[config.mk]
export PLATFORM = sky130hd
export DESIGN_NAME = i2c_regslave
export DESIGN_NICKNAME = d
export VERILOG_FILES = /design/src/rtl/i2c_regslave.sv
export SDC_FILE = /design/constraint.sdc
export NUM_CORES = 1
export LEC_CHECK = 0
export BUFFER_PORTS_ARGS = -buffer_cell sky130_fd_sc_hd__buf_4
export CORE_MARGIN = 3
export CORE_UTILIZATION = 45
export CTS_CLUSTER_SIZE = 10
export DETAILED_ROUTE_END_ITERATION = 16
export GPL_ROUTABILITY_DRIVEN = 1
export PLACE_DENSITY = 0.73
export SLEW_MARGIN = 25
export SYNTH_ARGS = -nofsm -noshare
export SYNTH_HDL_FRONTEND = slang
export SYNTH_SLANG_ARGS = --single-unit
[constraint.sdc]
create_clock -name clk -period 3.2 [get_ports clk]
set_input_delay 0.8 -clock clk [delete_from_list [all_inputs] [get_ports clk]]
set_output_delay 0.8 -clock clk [all_outputs]
set_load 0.01 [all_outputs]
[src/rtl/i2c_regslave.sv]
module i2c_regslave #(
  parameter logic [6:0] DEV_ADDR = 7'h68,
  parameter int NUM_REGS = 10,
  localparam int PW = $clog2(NUM_REGS)
) (
  input  logic          clk,
  input  logic          rst_n,
  input  logic          pwr_fail,
  input  logic          scl_in,
  input  logic          sda_in,
  output logic          sda_oe,
  output logic [PW-1:0] reg_addr,
  output logic          wr_stb,
  output logic [7:0]    wr_data,
  input  logic [7:0]    rd_data,
  output logic          rd_active,
  output logic          stop_pulse
);

  typedef enum logic [2:0] {S_IDLE, S_RX, S_RXD, S_ACK, S_TX, S_RACK} st_t;
  typedef enum logic [1:0] {K_ADDR, K_PTR, K_DATA} kind_t;

  logic [1:0] scl_sy, sda_sy;
  logic       scl_q, sda_q;

  always_ff @(posedge clk or negedge rst_n)
    if (!rst_n) begin
      scl_sy <= 2'b11;
      sda_sy <= 2'b11;
      scl_q  <= 1'b1;
      sda_q  <= 1'b1;
    end else begin
      scl_sy <= {scl_sy[0], scl_in};
      sda_sy <= {sda_sy[0], sda_in};
      scl_q  <= scl_sy[1];
      sda_q  <= sda_sy[1];
    end

  wire scl_s    = scl_sy[1];
  wire sda_s    = sda_sy[1];
  wire scl_rise = scl_s & ~scl_q;
  wire scl_fall = ~scl_s & scl_q;
  wire start_c  = scl_s & scl_q & sda_q & ~sda_s;
  wire stop_c   = scl_s & scl_q & ~sda_q & sda_s;

  st_t          st;
  kind_t        kind;
  logic [2:0]   cnt;
  logic [7:0]   sh;
  logic [PW-1:0] ptr;
  logic         oe, rdm, wstb, spulse, macked;
  logic [7:0]   wdat;

  wire [PW-1:0] ptr_inc = (ptr == PW'(NUM_REGS - 1)) ? '0 : ptr + 1'b1;
  wire          adr_hit = (sh[7:1] == DEV_ADDR);
  wire          ptr_ok  = (32'(sh) < NUM_REGS);

  always_ff @(posedge clk or negedge rst_n)
    if (!rst_n) begin
      st <= S_IDLE;
      kind <= K_ADDR;
      cnt <= '0;
      sh <= '0;
      ptr <= '0;
      oe <= 1'b0;
      rdm <= 1'b0;
      wstb <= 1'b0;
      spulse <= 1'b0;
      macked <= 1'b0;
      wdat <= '0;
    end else begin
      wstb   <= 1'b0;
      spulse <= 1'b0;
      if (pwr_fail) begin
        st  <= S_IDLE;
        ptr <= '0;
        oe  <= 1'b0;
        rdm <= 1'b0;
      end else if (start_c) begin
        st   <= S_RX;
        kind <= K_ADDR;
        cnt  <= '0;
        oe   <= 1'b0;
        rdm  <= 1'b0;
      end else if (stop_c) begin
        st     <= S_IDLE;
        oe     <= 1'b0;
        rdm    <= 1'b0;
        spulse <= 1'b1;
      end else begin
        case (st)
          S_RX:
            if (scl_rise) begin
              sh  <= {sh[6:0], sda_s};
              cnt <= cnt + 3'd1;
              if (cnt == 3'd7) st <= S_RXD;
            end
          S_RXD:
            if (scl_fall) begin
              case (kind)
                K_ADDR:
                  if (adr_hit) begin
                    oe  <= 1'b1;
                    rdm <= sh[0];
                    st  <= S_ACK;
                  end else begin
                    st <= S_IDLE;
                  end
                K_PTR: begin
                  ptr <= ptr_ok ? sh[PW-1:0] : '0;
                  oe  <= 1'b1;
                  st  <= S_ACK;
                end
                default: begin
                  wstb <= 1'b1;
                  wdat <= sh;
                  oe   <= 1'b1;
                  st   <= S_ACK;
                end
              endcase
            end
          S_ACK:
            if (scl_fall) begin
              cnt <= '0;
              if (kind == K_ADDR && rdm) begin
                st <= S_TX;
                sh <= rd_data;
                oe <= ~rd_data[7];
              end else begin
                oe <= 1'b0;
                st <= S_RX;
                if (kind == K_DATA) ptr <= ptr_inc;
                kind <= (kind == K_ADDR) ? K_PTR : K_DATA;
              end
            end
          S_TX:
            if (scl_fall) begin
              cnt <= cnt + 3'd1;
              if (cnt == 3'd7) begin
                oe <= 1'b0;
                st <= S_RACK;
              end else begin
                sh <= {sh[6:0], 1'b0};
                oe <= ~sh[6];
              end
            end
          S_RACK:
            if (scl_rise) begin
              macked <= ~sda_s;
              if (!sda_s) ptr <= ptr_inc;
            end else if (scl_fall) begin
              cnt <= '0;
              if (macked) begin
                st <= S_TX;
                sh <= rd_data;
                oe <= ~rd_data[7];
              end else begin
                st <= S_IDLE;
              end
            end
          default: ;
        endcase
      end
    end

  assign sda_oe     = oe;
  assign reg_addr   = ptr;
  assign wr_stb     = wstb;
  assign wr_data    = wdat;
  assign rd_active  = rdm;
  assign stop_pulse = spulse;

endmodule


==> flow_summary.json <==
{
  "outcome": "finished, final reports clean",
  "ant_nets": 0,
  "wire_per_inst_um": 17.1,
  "max_freq_mhz": 396,
  "detailed_place_hpwl_um": 3530,
  "slowest_delay_ns": 0.67,
  "viasPerCell": 5.85,
  "die_h_um": 75.2,
  "htreeDepth": 2,
  "postSynthCellCount": 201,
  "core_area_um2": 4470,
  "diodes": 0,
  "grt_setup_unrepaired": "no",
  "netSwitchingFraction": 0.240,
  "drc": 0,
  "p_sw_w": 0.000257,
  "hold_violations": 0,
  "yosys.area.top_type": "dfrtp_1",
  "final_cells": 284,
  "track_usage": 0.194,
  "p_comb_frac": 0.104,
  "grt_pass1_wl_um": 8220,
  "antenna_found_initial": 0,
  "finalInstanceArea_um2": 2530,
  "finClkSkew_ns": 0.00522,
  "synth_nets": 218,
  "placed_area_um2": 2410,
  "insertion_delay_ns": 0.29,
  "wl_um": 4850,
  "async_flop_share": 1.00,
  "setup_viol": 0,
  "critPathArrivalTime_ns": 2.70,
  "finalCriticalPeriod_ns": 2.52,
  "yosysTopAreaCellShare": 0.383,
  "pwr_density_cell_nw_per_um2": 423,
  "yosys_warnings": 0,
  "place_congestion": 0.996,
  "synthFlopType": "dfrtp_1",
  "leakage_nw": 1.14,
  "dp_cells": 276,
  "fp-row-count": 24,
  "crit_path_top_delay_cell": "a2111oi_4",
  "drtIter0Drc": 168,
  "vias": 1661,
  "nets": 248,
  "synth_edf_count": 0,
  "synthTopCellsByArea": "dfrtp_1 (38%), mux2_2 (11%), dfstp_2 (7.3%)",
  "clock-sinks": 39,
  "tritoncts": "yes",
  "cts_resized": 0,
  "post-route-period-util": 0.789,
  "drv_cap": 0,
  "startpoint_type": "register",
  "worstHoldPathType": "register to register",
  "first_pass_iters": 4,
  "yosysSeqAreaShare": 0.457,
  "ctsRootBufferMaster": "clkbuf_8",
  "grt_start_max_net_pins": 40,
  "multi_input_area_um2": 1110,
  "syn_area_um2": 2150,
  "reg2regPathDepth": 5,
  "clk_path_buf_depth": 2,
  "synth_commonest_cells": "dfrtp_1 (33), mux2_2 (21), nor2_1 (15), a21oi_1 (14)",
  "p_int_w": 0.000812,
  "relSlewSlack": 0.535,
  "tightest_slew_ns": 0.697,
  "synth.distinct_cells": 53,
  "irDropWorstVdd_uv": 267,
  "avgSynthCellArea_um2": 10.7,
  "clk_pin_slew_worst_paths_ns": 0.08,
  "cp-end-kind": "register",
  "crit_type": "register to register",
  "final_util": 0.565,
  "seqPwrFrac": 0.502,
  "cts_hold_buf": 0,
  "start_util": 0.481,
  "grt.overflow.total": 0,
  "grt_pass1_vias": 1659,
  "whs_ns": 0.360,
  "fill_cells": 395,
  "worst_ep_required_time_ns": 3.37,
  "port_buffers": 28,
  "ys_ff_latch": 39,
  "seqCellArea_um2": 983,
  "postCtsSetupRepairBufs": 0,
  "ios": 29,
  "yosysMostFrequentCell": "dfrtp_1",
  "cts_buffers": 5,
  "area_delta_synth_final_pct": 17.4,
  "die-area_um2": 5650,
  "hold_depth": 0,
  "final_layout_size_suffix_gt1_frac": 0.319,
  "worst-path-max-fanout": 13,
  "fin_tns_setup_ns": 0,
  "die_w_um": 75.2,
  "crit_path_cell_trace": "nand2b_2 > a21oi_1 > o32a_1 > a2111oi_4 > mux2_2",
  "slew_violations": 0,
  "pwr-share-clk": 0.394
}
-- cell families after synthesis --
| group | count (synthesis) | synth area share |
|---|---|---|
| buf+inv | 14 | 0.0261 |
| simple gates | 56 | 0.148 |
| mux | 27 | 0.138 |
| xor+xnor | 4 | 0.0163 |
| compound gates | 57 | 0.192 |
| flops | 39 | 0.457 |
| fa+ha+maj | 4 | 0.0232 |
-- through the flow --
step                total power (W)  worst slack [ns]
detailed placement         0.000654             0.712
CTS                         0.00108             0.703
finish                      0.00107             0.676
global route                0.00113             0.550
global placement           0.000652             0.780
floorplan                  0.000609             0.925
-- flip-flops by register name (all words and copies together), names as in the netlist, 2 cells and up --
signal    flops
wr_data       8
kind          2
scl_sy        2
sh            8
reg_addr      4
sda_sy        2
st            3
cnt           3
-- layout make-up --
cell class | instances | share of cell area
Sequential cell | 39 | 0.389
Clock buffer | 6 | 0.0327
Tap cell | 52 | 0.0257
Multi-Input combinational cell | 148 | 0.441
Inverter | 8 | 0.0119
Timing Repair Buffer | 29 | 0.0861
Clock inverter | 2 | 0.0139
-- worst max-delay path: cells and delay by family (launching register included) --
family,cells,cell delay [ns]
compound gates,3,1.11
flops,1,0.63
mux,1,0.41
simple gates,1,0.28
-- worst paths after layout --
path                       slack [ns]         end  startpoint
max                              0.68       sh[0]       st[1]
min                              0.36   scl_sy[1]   scl_sy[0]
max reg2reg                      0.68       sh[0]       st[1]
min reg2reg                      0.36   scl_sy[1]   scl_sy[0]
max in group asynchronous        2.38   sda_sy[0]       rst_n
min in group asynchronous        0.47  stop_pulse       rst_n
-- cells in the final DEF, fill, tap and decap left out, types with 2 or more instances in the layout --
cell type	synthesis	routed
a211oi_1	2	2
a21o_1	2	2
a21oi_1	14	14
a22o_1	3	3
a31oi_1	3	3
buf_4	0	29
clkbuf_8	0	6
dfrtp_1	33	33
dfstp_2	6	6
ha_1	4	4
inv_1	8	8
mux2_2	21	21
mux2i_1	6	6
nand2_1	10	10
nand2b_1	2	2
nand3_1	3	3
nor2_1	15	15
nor2b_1	4	4
nor3_1	3	3
nor3b_1	5	5
nor4_1	2	2
o211ai_1	3	3
o21a_1	2	2
o21ai_0	10	10
o221a_2	2	2
o22ai_1	2	2
o32a_1	2	2
xnor2_1	3	3
-- per-layer routing --
| layer | vias to the layer above | routed length, µm | global-route usage |
|---|---|---|---|
| met5 | - | 0 | 0 |
| met4 | 0 | 47 | 0.0505 |
| met3 | 5 | 218 | 0.0441 |
| met2 | 52 | 2330 | 0.322 |
| met1 | 795 | 2250 | 0.258 |
| li1 | 809 | - | - |
-- power by group through the flow --
| stage | Combinational (W) | Clock, W | Sequential [W] |
|---|---|---|---|
| after CTS | 0.000112 | 0.000438 | 0.000535 |
| after global routing | 0.000123 | 0.000463 | 0.000539 |
| after detailed placement | 0.000110 | 0 | 0.000544 |
| after global placement | 0.000110 | 0 | 0.000543 |
| after floorplan | 0.0000779 | 0 | 0.000531 |
| final | 0.000111 | 0.000421 | 0.000536 |
No activity file was read; power rests on OpenSTA's default activity.
